$ cat src/rtl/flash_cmd_seq.sv
module flash_cmd_seq #(
  parameter int AW = 20,
  parameter int DW = 32
) (
  input  logic          clk,
  input  logic          rst_n,
  input  logic          wr_valid,
  input  logic [AW-1:0] wr_addr,
  input  logic [DW-1:0] wr_data,
  input  logic          eng_busy,
  input  logic          erase_active,
  output logic [2:0]    mode,
  output logic          req_program,
  output logic          req_chip_erase,
  output logic          req_sector_erase,
  output logic          req_suspend,
  output logic          req_resume,
  output logic          req_cfg_write,
  output logic [AW-1:0] req_addr,
  output logic [DW-1:0] req_data
);
  localparam logic [2:0] M_READ = 3'd0, M_ASEL = 3'd1, M_CFI = 3'd2,
                         M_BYP = 3'd3, M_SUSP = 3'd4, M_BCFI = 3'd5;
  localparam logic [10:0] A_555 = 11'h555, A_2AA = 11'h2AA, A_055 = 11'h055;

  typedef enum logic [3:0] {
    S_IDLE, S_U1, S_U2, S_PROG, S_E1, S_E2, S_E3, S_CFG, S_BX, S_BPROG, S_BERASE
  } st_t;

  st_t        st;
  logic [2:0] m;
  logic       susp;

  wire [10:0] la   = wr_addr[10:0];
  wire [7:0]  ld   = wr_data[7:0];
  wire        is_unl1 = (la == A_555) && (ld == 8'hAA);
  wire        is_unl2 = (la == A_2AA) && (ld == 8'h55);
  wire        can_op  = !eng_busy;
  wire        can_cfg = !eng_busy && !susp;

  assign mode = (m == M_READ && susp) ? M_SUSP : m;

  always_ff @(posedge clk) begin
    if (!rst_n) begin
      st <= S_IDLE;
      m <= M_READ;
      susp <= 1'b0;
      req_program <= 1'b0;
      req_chip_erase <= 1'b0;
      req_sector_erase <= 1'b0;
      req_suspend <= 1'b0;
      req_resume <= 1'b0;
      req_cfg_write <= 1'b0;
      req_addr <= '0;
      req_data <= '0;
    end else begin
      req_program <= 1'b0;
      req_chip_erase <= 1'b0;
      req_sector_erase <= 1'b0;
      req_suspend <= 1'b0;
      req_resume <= 1'b0;
      req_cfg_write <= 1'b0;
      if (wr_valid) begin
        req_addr <= wr_addr;
        req_data <= wr_data;
        st <= S_IDLE;
        case (st)
          S_IDLE:
            if (m == M_BYP) begin
              case (ld)
                8'hA0: if (can_op) st <= S_BPROG;
                8'h80: if (can_op) st <= S_BERASE;
                8'h98: m <= M_BCFI;
                8'h90: st <= S_BX;
                default: ;
              endcase
            end else if (ld == 8'hF0) begin
              m <= (m == M_BCFI) ? M_BYP : M_READ;
            end else if (is_unl1 && m != M_BCFI) begin
              st <= S_U1;
            end else if (ld == 8'h98 && la == A_055 && (m == M_READ || m == M_ASEL)) begin
              m <= M_CFI;
            end else if (ld == 8'hB0 && erase_active && !susp) begin
              susp <= 1'b1;
              m <= M_READ;
              req_suspend <= 1'b1;
            end else if (ld == 8'h30 && susp && m == M_READ) begin
              susp <= 1'b0;
              req_resume <= 1'b1;
            end
          S_U1: if (is_unl2) st <= S_U2;
          S_U2:
            if (la == A_555) begin
              case (ld)
                8'h90: m <= M_ASEL;
                8'h20: if (!susp) m <= M_BYP;
                8'hA0: if (can_op) st <= S_PROG;
                8'h80: if (can_op && !susp) st <= S_E1;
                8'hD0: if (can_cfg) st <= S_CFG;
                default: ;
              endcase
            end
          S_PROG: req_program <= 1'b1;
          S_E1: if (is_unl1) st <= S_E2;
          S_E2: if (is_unl2) st <= S_E3;
          S_E3:
            if (ld == 8'h10 && la == A_555) req_chip_erase <= 1'b1;
            else if (ld == 8'h30) req_sector_erase <= 1'b1;
          S_CFG: if (can_cfg) req_cfg_write <= 1'b1;
          S_BX: if (ld == 8'h00) m <= M_READ;
          S_BPROG: req_program <= 1'b1;
          S_BERASE: if (ld == 8'h10) req_chip_erase <= 1'b1;
          default: ;
        endcase
      end
    end
  end
endmodule

$ cat config.mk
export PLATFORM = sky130hd
export DESIGN_NAME = flash_cmd_seq
export DESIGN_NICKNAME = d
export VERILOG_FILES = /design/src/rtl/flash_cmd_seq.sv
export SDC_FILE = /design/constraint.sdc
export NUM_CORES = 1
export LEC_CHECK = 0
export BUFFER_PORTS_ARGS = -buffer_cell sky130_fd_sc_hd__buf_2
export CORE_MARGIN = 5
export CORE_UTILIZATION = 52
export DETAILED_ROUTE_END_ITERATION = 16
export PLACE_DENSITY = 0.93
export SETUP_SLACK_MARGIN = 0.02
export SYNTH_ARGS = -nofsm -noshare
export SYNTH_HDL_FRONTEND = slang
export SYNTH_SLANG_ARGS = --single-unit
export TNS_END_PERCENT = 100
$ cat constraint.sdc
create_clock -name clk -period 5.85 [get_ports clk]
set_clock_uncertainty 0.15 [all_clocks]
set_input_delay 0.585 -clock clk [delete_from_list [all_inputs] [get_ports clk]]
set_output_delay 0.585 -clock clk [all_outputs]
set_load 0.03 [all_outputs]
==> metrics.csv, run 1 <==
stage;metric;value;unit
timing;RSZ-0062 raised after global routing;false;
clock_network;Resized cells post-CTS;0;
clock_network;CTS tree;yes;
global_routing;largest net degree at the start of global routing;60;
clock_network;clk buf depth;2;
route;DR pass1 iterations;5;
global_routing;vias in the first global route;2949;
clock_network;CTS Root Cell;clkbuf_8;
route;Avg WL per Cell;16.8;um
yosys;Seq/Total Area, Yosys;0.437;
power_and_ir_drop;worst ir drop on vdd;0.181;mV
layout;share of cells above drive strength 1;0.331;
yosys;Yosys reg bits;66;
timing;Slew @ Worst Pin;0.938;ns
timing;Max Slew Vio Count;0;
die;Initial Util;0.542;
global_routing;remaining global-route overflow;0;
timing;fin crit share;0.418;
timing;Fin. Hold Viols;0;
layout;fin nets;487;
setup_path;Crit Path Class;in2reg;
placed_design;gpl congestion;1.06;
placed_design;DP Area;3600;um^2
route;via count of the routed design;2873;
timing;Relative slew margins;0.374;
clock_network;CTS Sinks;66;
global_routing;first-pass GRT wire length;14200;um
route;DRC viols;0;
power_and_ir_drop;Pleak;0.00186;uW
die;die width;86.2;um
clock_network;Worst-path clk slew;0.07;ns
setup_path;endpoint class of the critical path;register;
min_path;Hold WC Path Type;in2reg;
power_and_ir_drop;cell-internal power;735;uW
layout;fin area;3790;um^2
power_and_ir_drop;Clock power frac;0.375;
placed_design;Port-buffer cells;117;
yosys;top cells by count, synth;dfxtp_1 (66), nor2_1 (63), mux2i_1 (54);
placed_design;HPWL Detailed;6240;um
timing;max frequency;409;MHz
die;Core Region;5570;um^2
power_and_ir_drop;Sw Ratio;0.280;
global_routing;GRT Total Usage;0.239;
yosys;EDFF count, synth;0;
yosys;Async S/R FF share, synth;0;
timing;Fin Setup TNS;0;ns
power_and_ir_drop;Gate power share;0.154;
die;Die ar.;7440;um^2
yosys;synth warn;0;
clock_network;clock latency on the worst-skew pair;0.34;ns
yosys;Cell variety after synth;56;
yosys;Syn Inst Count;321;
setup_path;CP Launch Type;primary input;
setup_path;Crit. Startpoint;wr_valid;
setup_path;crit path DAT;2.55;ns
clock_network;hold-fix buffer count after cts;0;
outcome;outcome;completed;
yosys;top post-synthesis cells by area;dfxtp_1 (44%), mux2i_1 (18%), nor2_1 (7.8%);
setup_path;reg-to-reg critical path startpoint;st[0]$_SDFFE_PN0P_;
die;Top-Level Pins;118;
yosys;most frequent cell after synthesis;dfxtp_1;
layout;Layout area overhead;25.5;%
power_and_ir_drop;net switching power;285;uW
clock_network;total setup buffers inserted after CTS;0;
flow_run;max_cap viols;0;
die;height of the die;86.2;um
yosys;Netlist Area Pre-Place;3020;um^2
global_routing;initial antenna violation count;0;
die;Row Count;27;
min_path;hold path start;wr_data[28];
yosys;Avg Cell Area, Syn;9.42;um^2
route;post-route ant nets;0;
setup_path;CP required;5.95;ns
route;Routed WL;8520;um
yosys;Synth top area share;0.437;
route;Detailed Route Iter0 Violations;347;
yosys;area leader, netlist;dfxtp_1;
setup_path;CP max FO;59;
layout;n_diodes;0;
clock_network;total CTS buffers;9;
power_and_ir_drop;pwr dens;269;nW/um^2
timing;Final setup viols;0;
clock_network;H-tree lvl count;3;
power_and_ir_drop;Reg power frac;0.471;
yosys;ys flop type;dfxtp_1;
route;Via density;5.67;
timing;Tmin final;2.45;ns
yosys;Post-Syn Nets;378;
==> power groups by stage <==
stage	logic, uW	registers (uW)	clock network (uW)
6_report	157	481	383
3_5_place_dp	157	491	0
2_1_floorplan	59.0	532	0
5_1_grt	169	484	411
4_1_cts	158	481	386
3_3_place_gp	153	490	0
==> layout by cell type, fill, tap and decap left out, types with 3 or more instances in the layout <==
master / synthesis / final
nand3b_1: 3 / 3
mux2i_1: 54 / 54
nor2_1: 63 / 63
nand4_1: 8 / 8
nand3_1: 7 / 7
o21ai_0: 3 / 3
nor3_1: 4 / 4
clkbuf_8: 1 / 10
nand4b_1: 3 / 3
nor2b_1: 5 / 5
dfxtp_1: 66 / 66
inv_1: 6 / 5
nor4_1: 5 / 5
buf_2: 2 / 117
nor4b_1: 4 / 4
and3b_1: 5 / 5
a21oi_1: 9 / 9
nand2_1: 13 / 13
==> logic make-up (layout without fill, tap and decap cells) <==
kind of cell              Yosys count  after routing  synth area share
and+or+nand+nor                   144            144             0.264
DFF                                66             66             0.437
muxes                              55             55             0.183
AOI/OAI and AO/OA                  27             27            0.0637
buffers and inverters              27            141            0.0464
xor gates and xnor gates            2              2           0.00580
==> per-stage QoR <==
stage | total power, uW | utilization | hold slack (ns) | setup slack, ns | cells
floorplan | 591 | - | 0.323 | 3.65 | 321
global route | 1060 | 0.680 | 0.317 | 3.28 | 507
finish | 1020 | 0.680 | 0.327 | 3.40 | 507
detailed placement | 648 | 0.645 | 0.324 | 3.07 | 491
global placement | 643 | 0.645 | 0.318 | 3.09 | 491
CTS | 1030 | 0.680 | 0.313 | 3.41 | 507
==> routing by layer <==
| metal | track usage | wire, um | vias up |
|---|---|---|---|
| met5 | 0 | 0 | - |
| met4 | 0.119 | 295 | 0 |
| met3 | 0.0684 | 875 | 32 |
| met2 | 0.399 | 4040 | 178 |
| met1 | 0.279 | 3310 | 1304 |
| li1 | - | - | 1359 |
==> flip-flops by register name, summed over array words and instances, names as in the netlist, 3 cells and up <==
register and cells:
req_data 32, req_addr 20, st 4, m 3
==> worst max-delay path, stage by stage <==
cell and delay [ns]:
buf_2 0.07, buf_4 0.70, inv_1 0.25, a221o_1 0.34, a211o_1 0.30, a221oi_2 0.27
==> final cells by class <==
cell class,instances,area (um^2)
inverter,6,22.5
clock inverter,4,51.3
fill,446,1780
multi-input combinational,228,1560
timing repair buffer,119,601
sequential,66,1320
tap,72,90.1
clock buffer,12,145
==> path summary, 6_finish.rpt <==
kind / endpoint / slack [ns] / cells after the start
setup / recovery: m[0]$_SDFFE_PN0P_ / 3.40 / 6
hold / removal: req_data[28]$_SDFFE_PN0P_ / 0.33 / 3
setup reg to reg: m[0]$_SDFFE_PN0P_ / 3.60 / 5
hold reg to reg: req_addr[10]$_SDFFE_PN0P_ / 0.34 / 2
No activity file was read; power rests on OpenSTA's default activity.
==> run 2, diff against run 1 <==
--- a/config.mk
+++ b/config.mk
@@ -5,11 +5,12 @@
 export SDC_FILE = /design/constraint.sdc
 export NUM_CORES = 1
 export LEC_CHECK = 0
+export ABC_AREA = 1
 export BUFFER_PORTS_ARGS = -buffer_cell sky130_fd_sc_hd__buf_2
 export CORE_MARGIN = 5
-export CORE_UTILIZATION = 52
+export CORE_UTILIZATION = 48
 export DETAILED_ROUTE_END_ITERATION = 16
-export PLACE_DENSITY = 0.93
+export PLACE_DENSITY = 0.87
 export SETUP_SLACK_MARGIN = 0.02
 export SYNTH_ARGS = -nofsm -noshare
 export SYNTH_HDL_FRONTEND = slang
==> constraint.sdc (replaced) <==
create_clock -name clk -period 2.4 [get_ports clk]
set_clock_uncertainty 0.15 [all_clocks]
set_input_delay 0.24 -clock clk [delete_from_list [all_inputs] [get_ports clk]]
set_output_delay 0.24 -clock clk [all_outputs]
set_load 0.03 [all_outputs]
==> run 2 against run 1 <==
Cell area rose by 10%. Die area rose by 6.9%. Synthesized area fell by 0.50%. Critical path type is now reg2reg.
==> metrics.csv, run 2 <==
stage;metric;value;unit;change
outcome;outcome;completed;;
yosys;area leader, netlist;dfxtp_1;;
layout;Layout area overhead;38.7;%;
setup_path;Reg2Reg Setup Slack;0.61;ns;-2.99 ns
die;Top-Level Pins;118;;unchanged
layout;Non-Filler Instances;669;;+32%
min_path;hold path start;wr_addr[10];;
setup_path;endpoint class of the critical path;register;;
route;post-route ant nets;0;;unchanged
power_and_ir_drop;Pleak;0.00207;uW;+11%
placed_design;HPWL Detailed;7020;um;+12%
timing;Slew @ Worst Pin;0.467;ns;-0.472 ns
timing;fin crit share;0.744;;
power_and_ir_drop;worst ir drop on vdd;0.408;mV;+130%
layout;area of the multi-input gates;1460;um^2;-6.8%
yosys;Synth top area share;0.439;;+0.00218
route;Via density;5.53;;-2.4%
global_routing;largest net degree at the start of global routing;49;;-18%
yosys;ys flop type;dfxtp_1;;
timing;worst hold slack;0.0235;ns;-0.304 ns
layout;share of cells above drive strength 1;0.265;;-0.0663
yosys;most frequent cell after synthesis;nor2_1;;
layout;Top reg by flops;req_data;;
layout;max reg flops;32;;unchanged
setup_path;reg-to-reg critical path startpoint;st[1]$_SDFFE_PN0P_;;
setup_path;crit path DAT;1.90;ns;-0.65 ns
placed_design;gpl congestion;1.02;;-3.4%
die;Die ar.;7950;um^2;+6.9%
clock_network;CTS Sinks;66;;unchanged
route;Detailed Route Iter0 Violations;285;;-18%
layout;fin area;4170;um^2;+10%
placed_design;Port-buffer cells;117;;unchanged
die;Row Count;28;;+3.7%
setup_path;CP max FO;7;;-88%
global_routing;remaining global-route overflow;0;;unchanged
yosys;Async S/R FF share, synth;0;;unchanged
min_path;WHS Path Cells;3;;unchanged
yosys;top cells by count, synth;nor2_1 (118), dfxtp_1 (66), nand2_1 (58);;
timing;Relative slew margins;0.688;;+0.314
clock_network;total setup buffers inserted after CTS;0;;unchanged
die;Core Region;5990;um^2;+7.5%
route;DR pass1 iterations;5;;unchanged
setup_path;Critical R2R Capture;st[2]$_SDFFE_PN0P_;;
min_path;Endpoint, Worst Hold;req_addr[10]$_SDFFE_PN0P_;;
layout;commonest non-fill, non-tap cells in the layout;nor2_1 (118), buf_2 (117), dfxtp_1 (66);;
min_path;Hold WC Path Type;in2reg;;
setup_path;Worst Reg-to-Reg Cells;8;;+3
timing;RSZ-0062 raised after global routing;false;;
layout;fin nets;645;;+32%
timing;Final setup viols;0;;unchanged
flow_run;max_cap viols;0;;unchanged
yosys;synth warn;0;;unchanged
timing;Max Slew Vio Count;0;;unchanged
global_routing;vias in the first global route;3815;;+29%
die;height of the die;89.2;um;+3.4%
yosys;Avg Cell Area, Syn;6.79;um^2;-28%
yosys;EDFF count, synth;0;;unchanged
setup_path;CP required;2.51;ns;-3.44 ns
clock_network;H-tree lvl count;3;;unchanged
yosys;Cell variety after synth;26;;-54%
route;Avg WL per Cell;17.2;um;+2.5%
global_routing;first-pass GRT wire length;18100;um;+28%
layout;commonest non-fill, non-tap cell in the layout;nor2_1;;
route;via count of the routed design;3699;;+29%
setup_path;Crit Path Class;reg2reg;;
clock_network;clock latency on the worst-skew pair;0.34;ns;about the same
timing;Tmin final;1.79;ns;
yosys;Syn Inst Count;443;;+38%
layout;Top Registers;req_data x32, req_addr x20, st x4;;
clock_network;total CTS buffers;9;;unchanged
setup_path;CP Launch Type;register;;
yosys;Post-Syn Nets;500;;+32%
power_and_ir_drop;pwr dens;630;nW/um^2;+130%
placed_design;DP Area;3650;um^2;+1.4%
layout;register area;1320;um^2;unchanged
global_routing;initial antenna violation count;0;;unchanged
global_routing;GRT Total Usage;0.296;;+0.0576
power_and_ir_drop;Pwr Total;2630;uW;+160%
route;Routed WL;11500;um;+35%
yosys;top post-synthesis cells by area;dfxtp_1 (44%), nor2_1 (15%), o21ai_0 (9.0%);;
clock_network;CTS Root Cell;clkbuf_8;;
layout;Fillers;454;;+1.8%
timing;Fin Setup TNS;0;ns;unchanged
yosys;Yosys reg bits;66;;unchanged
die;die width;89.2;um;+3.4%
timing;Fin. Hold Viols;0;;unchanged
clock_network;CTS tree;yes;;
route;DRC viols;0;;unchanged
yosys;Netlist Area Pre-Place;3010;um^2;-0.50%
clock_network;Worst-path clk slew;0.08;ns;about the same
yosys;Seq/Total Area, Yosys;0.439;;+0.00218
die;Initial Util;0.502;;-0.0402
timing;max frequency;560;MHz;
placed_design;placed instance count;620;;+26%
clock_network;clk buf depth;2;;unchanged
## run 2: changes by cell type after synthesis, moves of 5 or more
cell | previous run | this run
buf_1 | 7 | 0
nor2_1 | 63 | 118
nand2_1 | 13 | 58
o21ai_0 | 3 | 54
a21oi_1 | 9 | 22
clkbuf_1 | 7 | 18
inv_1 | 6 | 35
mux2i_1 | 54 | 0
nor2b_1 | 5 | 0
and3b_1 | 5 | 0
inv_2 | 0 | 5
nand3_1 | 7 | 21
## run 2: how the worst max path moves through the flow
| stage | from | endpoint | cells after the start |
|---|---|---|---|
| 3_3_place_gp | m[1]$_SDFFE_PN0P_ | m[1]$_SDFFE_PN0P_ | 9 |
| 3_5_place_dp | wr_addr[9] | st[2]$_SDFFE_PN0P_ | 11 |
| 6_report | st[1]$_SDFFE_PN0P_ | st[2]$_SDFFE_PN0P_ | 8 |
| 4_1_cts | m[0]$_SDFFE_PN0P_ | m[0]$_SDFFE_PN0P_ | 8 |
| 5_1_grt | st[1]$_SDFFE_PN0P_ | st[1]$_SDFFE_PN0P_ | 8 |
| 2_1_floorplan | st[1]$_SDFFE_PN0P_ | m[0]$_SDFFE_PN0P_ | 9 |
## run 2: logic make-up after synthesis
group / count (synthesis) / synth area share
AND/OR/NAND/NOR: 234 / 0.341
flip-flops: 66 / 0.439
AO/OA/AOI/OAI: 82 / 0.143
buffers and inverters: 61 / 0.0770
## run 2: power breakdown
part | switching, uW | internal [uW] | total, uW
Clock | 460 | 510 | 970
Sequential | 33.1 | 1160 | 1190
Combinational | 313 | 157 | 470
## run 2: stage by stage
stage | util | setup slack (ns)
2_1_floorplan | - | 0.905
3_3_place_gp | 0.609 | 0.680
3_5_place_dp | 0.609 | 0.656
4_1_cts | 0.696 | 0.678
5_1_grt | 0.696 | 0.487
6_report | 0.697 | 0.613
## run 2: critical path, stage by stage, from the launching register on
cell and delay [ns]:
dfxtp_1 0.51, nand2_2 0.14, nor2_4 0.22, inv_2 0.08
nor2_1 0.20, nand2_1 0.09, nand3_1 0.09, nand2_1 0.05
a21oi_1 0.18
## run 2: layer usage
| layer | GRT usage | up-vias | wire (um) |
|---|---|---|---|
| met5 | 0 | - | 0 |
| met4 | 0.158 | 0 | 540 |
| met3 | 0.0986 | 57 | 1230 |
| met2 | 0.495 | 245 | 5360 |
| met1 | 0.333 | 1672 | 4400 |
| li1 | - | 1725 | - |
## run 2: final cells by class
cell class | count | area share
clock inverters | 6 | 0.0156
diodes | 1 | 0.000600
inverters | 41 | 0.0369
repair buffers | 154 | 0.226
flip-flops and latches | 66 | 0.317
well taps | 75 | 0.0225
multi-input cells | 316 | 0.349
clock buffers | 10 | 0.0330
## run 2: repair_timing
action | CTS | global route
hold endpoints to repair | 32 | 0
resized for setup | 0 | 0
hold buffers | 32 | 0
